**config.mk**
```make
export PLATFORM = sky130hd
export DESIGN_NAME = funnel_shifter_q2
export DESIGN_NICKNAME = d
export VERILOG_FILES = /design/src/rtl/fsh_pkg.sv /design/src/rtl/fsh_port_dec.sv /design/src/rtl/fsh_byte_queue.sv /design/src/rtl/fsh_offset_reg.sv /design/src/rtl/fsh_window_sel.sv /design/src/rtl/funnel_shifter_q2.sv
export SDC_FILE = /design/constraint.sdc
export NUM_CORES = 1
export LEC_CHECK = 0
export BUFFER_PORTS_ARGS = -buffer_cell sky130_fd_sc_hd__buf_2
export CAP_MARGIN = 20
export CORE_ASPECT_RATIO = 0.7
export CORE_MARGIN = 4
export CORE_UTILIZATION = 57
export CTS_CLUSTER_DIAMETER = 80
export CTS_CLUSTER_SIZE = 20
export DETAILED_ROUTE_END_ITERATION = 8
export PLACE_DENSITY_LB_ADDON = 0.1
export SYNTH_ARGS = -nofsm -noshare
export SYNTH_HDL_FRONTEND = slang
export SYNTH_SLANG_ARGS = --single-unit
```
**constraint.sdc**
```tcl
create_clock -name clk_i -period 3.7 [get_ports clk_i]
set_clock_uncertainty 0.05 [all_clocks]
set_input_delay 0.74 -clock clk_i [delete_from_list [all_inputs] [get_ports clk_i]]
set_output_delay 0.74 -clock clk_i [all_outputs]
set_load 0.01 [all_outputs]
```
**src/rtl/fsh_pkg.sv**
```systemverilog
package fsh_pkg;
  localparam int unsigned DATA_W = 8;
  localparam int unsigned OFFS_W = $clog2(DATA_W);
  localparam int unsigned PORT_W = 8;

  typedef logic [DATA_W-1:0] byte_t;
  typedef logic [OFFS_W-1:0] offs_t;
  typedef logic [PORT_W-1:0] port_t;
endpackage

```
**src/rtl/fsh_port_dec.sv**
```systemverilog
module fsh_port_dec
  import fsh_pkg::*;
#(
  parameter port_t PUSH_PORT = 8'd4,
  parameter port_t OFFS_PORT = 8'd2,
  parameter port_t READ_PORT = 8'd3
) (
  input  port_t port_i,
  input  logic  wr_i,
  input  logic  rd_i,
  output logic  push_o,
  output logic  offs_ld_o,
  output logic  rd_sel_o
);
  assign push_o    = wr_i && (port_i == PUSH_PORT);
  assign offs_ld_o = wr_i && (port_i == OFFS_PORT);
  assign rd_sel_o  = rd_i && (port_i == READ_PORT);
endmodule

```
**src/rtl/fsh_byte_queue.sv**
```systemverilog
module fsh_byte_queue
  import fsh_pkg::*;
#(
  parameter int unsigned DEPTH = 2
) (
  input  logic  clk_i,
  input  logic  rst_ni,
  input  logic  push_i,
  input  byte_t data_i,
  output logic [DEPTH*DATA_W-1:0] word_o
);
  byte_t slot_q [DEPTH];

  // slot 0 is newest; generate chain shifts toward older slots
  for (genvar s = 0; s < DEPTH; s++) begin : g_slot
    always_ff @(posedge clk_i or negedge rst_ni) begin
      if (!rst_ni)     slot_q[s] <= '0;
      else if (push_i) slot_q[s] <= (s == 0) ? data_i : slot_q[(s == 0) ? 0 : s-1];
    end
    assign word_o[(DEPTH-s)*DATA_W-1 -: DATA_W] = slot_q[s];
  end

  a_r2_push_shift: assert property (@(posedge clk_i) disable iff (!rst_ni)
    push_i |=> (slot_q[0] == $past(data_i)) && (slot_q[1] == $past(slot_q[0])));

  a_r7_hold_idle: assert property (@(posedge clk_i) disable iff (!rst_ni)
    !push_i |=> $stable(slot_q[0]) && $stable(slot_q[1]));
endmodule

```
**src/rtl/fsh_offset_reg.sv**
```systemverilog
module fsh_offset_reg
  import fsh_pkg::*;
(
  input  logic  clk_i,
  input  logic  rst_ni,
  input  logic  load_i,
  input  byte_t data_i,
  output offs_t offs_o
);
  offs_t offs_q;

  always_ff @(posedge clk_i or negedge rst_ni) begin
    if (!rst_ni)     offs_q <= '0;
    else if (load_i) offs_q <= data_i[OFFS_W-1:0];
  end
  assign offs_o = offs_q;

  a_r3_load_low_bits: assert property (@(posedge clk_i) disable iff (!rst_ni)
    load_i |=> offs_o == $past(data_i[OFFS_W-1:0]));

  a_r9_offs_hold: assert property (@(posedge clk_i) disable iff (!rst_ni)
    !load_i |=> $stable(offs_o));
endmodule

```
**src/rtl/fsh_window_sel.sv**
```systemverilog
module fsh_window_sel
  import fsh_pkg::*;
(
  input  logic [2*DATA_W-1:0] word_i,
  input  offs_t               offs_i,
  input  logic                en_i,
  output byte_t               win_o
);
  // output bit i takes word bit DATA_W + i - offset
  for (genvar i = 0; i < DATA_W; i++) begin : g_bit
    logic [DATA_W-1:0] cand;
    for (genvar k = 0; k < DATA_W; k++) begin : g_cand
      assign cand[k] = word_i[DATA_W + i - k];
    end
    assign win_o[i] = en_i & cand[offs_i];
  end
endmodule

```
**src/rtl/funnel_shifter_q2.sv**
```systemverilog
module funnel_shifter_q2
  import fsh_pkg::*;
#(
  parameter logic [7:0] PUSH_PORT = 8'd4,
  parameter logic [7:0] OFFS_PORT = 8'd2,
  parameter logic [7:0] READ_PORT = 8'd3
) (
  input  logic       clk_i,
  input  logic       rst_ni,
  input  logic [7:0] port_i,
  input  logic       wr_i,
  input  logic       rd_i,
  input  logic [7:0] wdata_i,
  output logic [7:0] rdata_o
);
  logic push, offs_ld, rd_sel;
  logic [2*DATA_W-1:0] word;
  offs_t offs;

  fsh_port_dec #(
    .PUSH_PORT(PUSH_PORT), .OFFS_PORT(OFFS_PORT), .READ_PORT(READ_PORT)
  ) i_dec (
    .port_i(port_i), .wr_i(wr_i), .rd_i(rd_i),
    .push_o(push), .offs_ld_o(offs_ld), .rd_sel_o(rd_sel)
  );

  fsh_byte_queue #(.DEPTH(2)) i_queue (
    .clk_i(clk_i), .rst_ni(rst_ni), .push_i(push), .data_i(wdata_i), .word_o(word)
  );

  fsh_offset_reg i_offs (
    .clk_i(clk_i), .rst_ni(rst_ni), .load_i(offs_ld), .data_i(wdata_i), .offs_o(offs)
  );

  fsh_window_sel i_win (
    .word_i(word), .offs_i(offs), .en_i(rd_sel), .win_o(rdata_o)
  );

  a_r5_offs_zero_newest: assert property (@(posedge clk_i) disable iff (!rst_ni)
    (rd_sel && offs == '0) |-> rdata_o == word[2*DATA_W-1:DATA_W]);

  a_r6_older_lsb_unused: assert property (@(posedge clk_i) disable iff (!rst_ni)
    (rd_sel && offs == offs_t'(DATA_W-1)) |-> (rdata_o[0] == word[1]) && (rdata_o[DATA_W-1] == word[DATA_W]));

  a_r8_idle_zero: assert property (@(posedge clk_i) disable iff (!rst_ni)
    !(rd_i && port_i == READ_PORT) |-> rdata_o == '0);
endmodule

```
After elaboration in Yosys (flattened, before gate mapping)
Index checks and enable logic that the tools add are counted.
{"block": "totals", "register_bits": 19, "output_inout_bits": 8}
{"block": "op_classes", "order_cmp": 1, "eq_ne": 3, "n_mux": 16, "bitwise_logic": 8, "n_reduce_logical": 3}
{"cell": "1-bit binary-select mux with 3-bit select", "count": 8}
{"cell": "8-bit by 2-bit equality test with 1-bit output, second input constant", "count": 2}
{"cell": "1-bit bitwise AND", "count": 8}
{"cell": "8-bit by 3-bit equality test with 1-bit output, second input constant", "count": 1}
{"cell": "1-bit 2-to-1 mux", "count": 8}
{"cell": "3-bit by 4-bit less-than comparator with 1-bit output, second input constant", "count": 1}
{"cell": "1-bit logical AND", "count": 3}

Depth between registers and ports, before layout
{"block": "logic_depth", "word_depth": 3, "ltp_mapped": 5, "mapped_depth_nobuf": 3}

Modules after synthesis
A second synthesis with hierarchy kept.
{"block": "unflattened", "hier_cells": 88, "hier_area_um2": 1178.6}
{"module": "fsh_byte_queue", "n_inst": 1, "cells_each": 34, "area_each_um2": 649.4, "seq_area_each_um2": 400.4}
{"module": "fsh_window_sel", "n_inst": 1, "cells_each": 41, "area_each_um2": 349.1, "seq_area_each_um2": 0.0}
{"module": "fsh_offset_reg", "n_inst": 1, "cells_each": 6, "area_each_um2": 108.9, "seq_area_each_um2": 75.1}
{"module": "fsh_port_dec", "n_inst": 1, "cells_each": 7, "area_each_um2": 71.3, "seq_area_each_um2": 0.0}

Worst setup path before layout
No wires, ideal clock.
{"block": "synth_path", "path_type": "input -> output", "startpoint": "input port_i[3]", "endpoint": "output rdata_o[6]", "t_arrival_ns": 1.931, "t_required_ns": 2.910, "path_slack_ns": 0.979, "cell_stages": 3, "n_path_buf": 0, "path_cell_list": "nor3_2 nand4b_1 a2111oi_0"}
{"block": "synth_via", "elab_chain_cells": 3}
{"element": "start, declared", "line": "funnel_shifter_q2.sv:10", "source": "input logic [7:0] port_i,"}
{"element": "8-bit by 2-bit equality test with 1-bit output", "line": "fsh_port_dec.sv:17", "source": "assign rd_sel_o = rd_i && (port_i == READ_PORT);"}
{"element": "1-bit logical AND", "line": "fsh_port_dec.sv:17"}
{"element": "1-bit bitwise AND", "line": "fsh_window_sel.sv:15", "source": "assign win_o[i] = en_i & cand[offs_i];"}
{"element": "end, declared", "line": "funnel_shifter_q2.sv:14", "source": "output logic [7:0] rdata_o"}
Every way passes these cells.

Final worst setup path
Same ends and word-level chain as after synthesis.

==> flow_summary.ini <==
[die]
die_h_um = 46.4
initial_core_util = 0.621
die_area_um2 = 2920
rows = 13
io_pins = 28
die_w_um = 62.9
core_area_um2 = 1940

[detailed_routing]
vias = 941
ant_nets = 0
vias_per_cell = 6.58
wire_per_inst_um = 18.6
drc = 0
first_pass_iters = 4
wl_um = 2660
drtIter0Drc = 84

[cells_and_area]
diodes = 0
synthToLayoutAreaGrowth_pct = 13.6
drive_gt1_frac = 0.496
utilization = 0.706
final_nets = 142

[power_and_ir_drop]
p_clk_frac = 0.310
p_total_mw = 0.382
ir_worst_vdd_uv = 236
p_leak_nw = 0.636
p_switching_mw = 0.0923
powerDensity_nw_per_um2 = 279
switching_share = 0.242
seq_power_share = 0.565
combPwrFrac = 0.125
power.internal_mw = 0.289

[logic_synthesis]
synth-seq-area-share = 0.375
synthCells = 95
yosysMostFrequentCell = dfrtp_1
synth_ff_type = dfrtp_1
synth_fp_nets = 115
ys_ff_latch = 18
syn_area_um2 = 1200
async_reset_ff_frac = 1.00
postSynthAreaPerCell_um2 = 12.7
synth_top_area_frac = 0.375
synth_cell_types = 28
yosys-top-cells-area = dfrtp_1 37%, mux2_4 12%, mux2_2 12%
yosys-top-cells-count = 18 x dfrtp_1, 13 x mux2_2, 10 x mux2_4, 10 x mux2i_1, 6 x o22a_1
ys_warn_count = 0
synth_top_cell_by_area = dfrtp_1
synth_edf_count = 0

[cts]
postCtsSetupBuffers = 0
postCtsResizedCells = 0
htreeDepth = 1
path_clk_slew_ns = 0.10
clock_path_buffers = 2
insertion_delay_ns = 0.29
cts_buffers = 3
cts_root_buf = clkbuf_4
cts_tree = built
clock-sinks = 18
holdBufCountCts = 0

[sta]
layout_setup_ws_ns = 0.776
period_needed_ns = 2.92
max_clock_freq_mhz = 342
timing.final.crit_share = 0.790
slew_viol_final = 0
setup_viol = 0
whs_ns = 0.315
grt_setup_unrepaired = false
slew_headroom = 0.578
hold_viol = 0
setup-tns-final_ns = 0
tightest_slew_ns = 0.633

[place]
dpl.hpwl_um = 2080
portBuffers = 27
dp_slack_ns = 0.826
place.gp.congestion = 0.831

[global_route]
grt_usage = 0.201
use_met1 = 0.269
grt_max_degree = 19
antenna_found_initial = 0
grt_pass1_wl_um = 4440
busiest_layer = met2
overflow = 0
grt_util_met2 = 0.335
grtUsageMet3 = 0.0488
grt_pass1_vias = 902

[critical_path]
end_kind = output port
cp_data_arrival_time_ns = 2.13
critPathRequiredTime_ns = 2.91
path_class = primary input to output port
crit_fanout = 8
startpoint_type = primary input

[flow_run]
cap_violations = 0

[hold_path]
hp-class = primary input to async pin

[outcome]
status = completed
logic make-up after synthesis:
group / after synthesis / share of synthesized area
AO/OA/AOI/OAI: 19 / 0.113
buffers and inverters: 5 / 0.0291
flip-flops: 18 / 0.375
multiplexers: 34 / 0.349
AND/OR/NAND/NOR: 19 / 0.134
metal layers:
metal | up-vias | share of wire
met2 | 47 | 0.48
li1 | 431 | -
met4 | 0 | 0.0038
met3 | 2 | 0.072
met1 | 461 | 0.45
met5 | - | 0
path summary, 6_finish.rpt:
path / from / to / slack [ns] / cells past startpoint
worst max register to register: i_offs.offs_o[1] / i_offs.offs_o[1] / 2.54 / 1
min in group clk_i: i_queue.word_o[1] / i_queue.word_o[1] / 0.48 / 1
worst min-delay path: rst_ni / i_queue.word_o[5] / 0.32 / 1
worst min register to register: i_queue.word_o[1] / i_queue.word_o[1] / 0.48 / 1
worst max-delay path: port_i[3] / rdata_o[6] / 0.78 / 5
max in group asynchronous: rst_ni / i_queue.word_o[2] / 3.00 / 1
cell type report:
class / count / area [um2]
Clock buffer: 4 / 36.3
Timing Repair Buffer: 27 / 135
Tap cell: 22 / 27.5
Sequential cell: 18 / 450
Multi-Input combinational cell: 72 / 717
Fill cell: 138 / 569
flip-flops by register name, indices dropped and copies added, names as in the netlist:
register        flops
i_offs.offs_o       3
i_queue.word_o     15
placed cells by master, fill, tap and decap left out, types with 3 or more instances in the layout:
cell / count
mux2_2: 13
a22oi_1: 4
buf_2: 27
a21oi_1: 4
mux2i_1: 10
mux2_4: 10
o22a_1: 6
clkbuf_4: 3
dfrtp_1: 18
power by group through the flow:
stage	Clock [mW]	Combinational (mW)	Sequential, mW
2_1_floorplan	0	0.0331	0.211
3_3_place_gp	0	0.0449	0.218
3_5_place_dp	0	0.0475	0.219
4_1_cts	0.122	0.0478	0.215
5_1_grt	0.132	0.0515	0.217
6_report	0.118	0.0475	0.216
worst max-delay path, cell delays in order:
cell and delay, ns:
buf_2 0.10, nor3_2 0.32, nand4b_1 0.39, a2111oi_0 0.38, buf_2 0.20
stage by stage:
step | instance area [um2] | std cells
after global routing | 1370 | 143
after floorplan | 1200 | 95
final | 1370 | 143
after global placement | 1330 | 139
after detailed placement | 1330 | 139
after CTS | 1370 | 143
(Power assumes the default switching activity.)
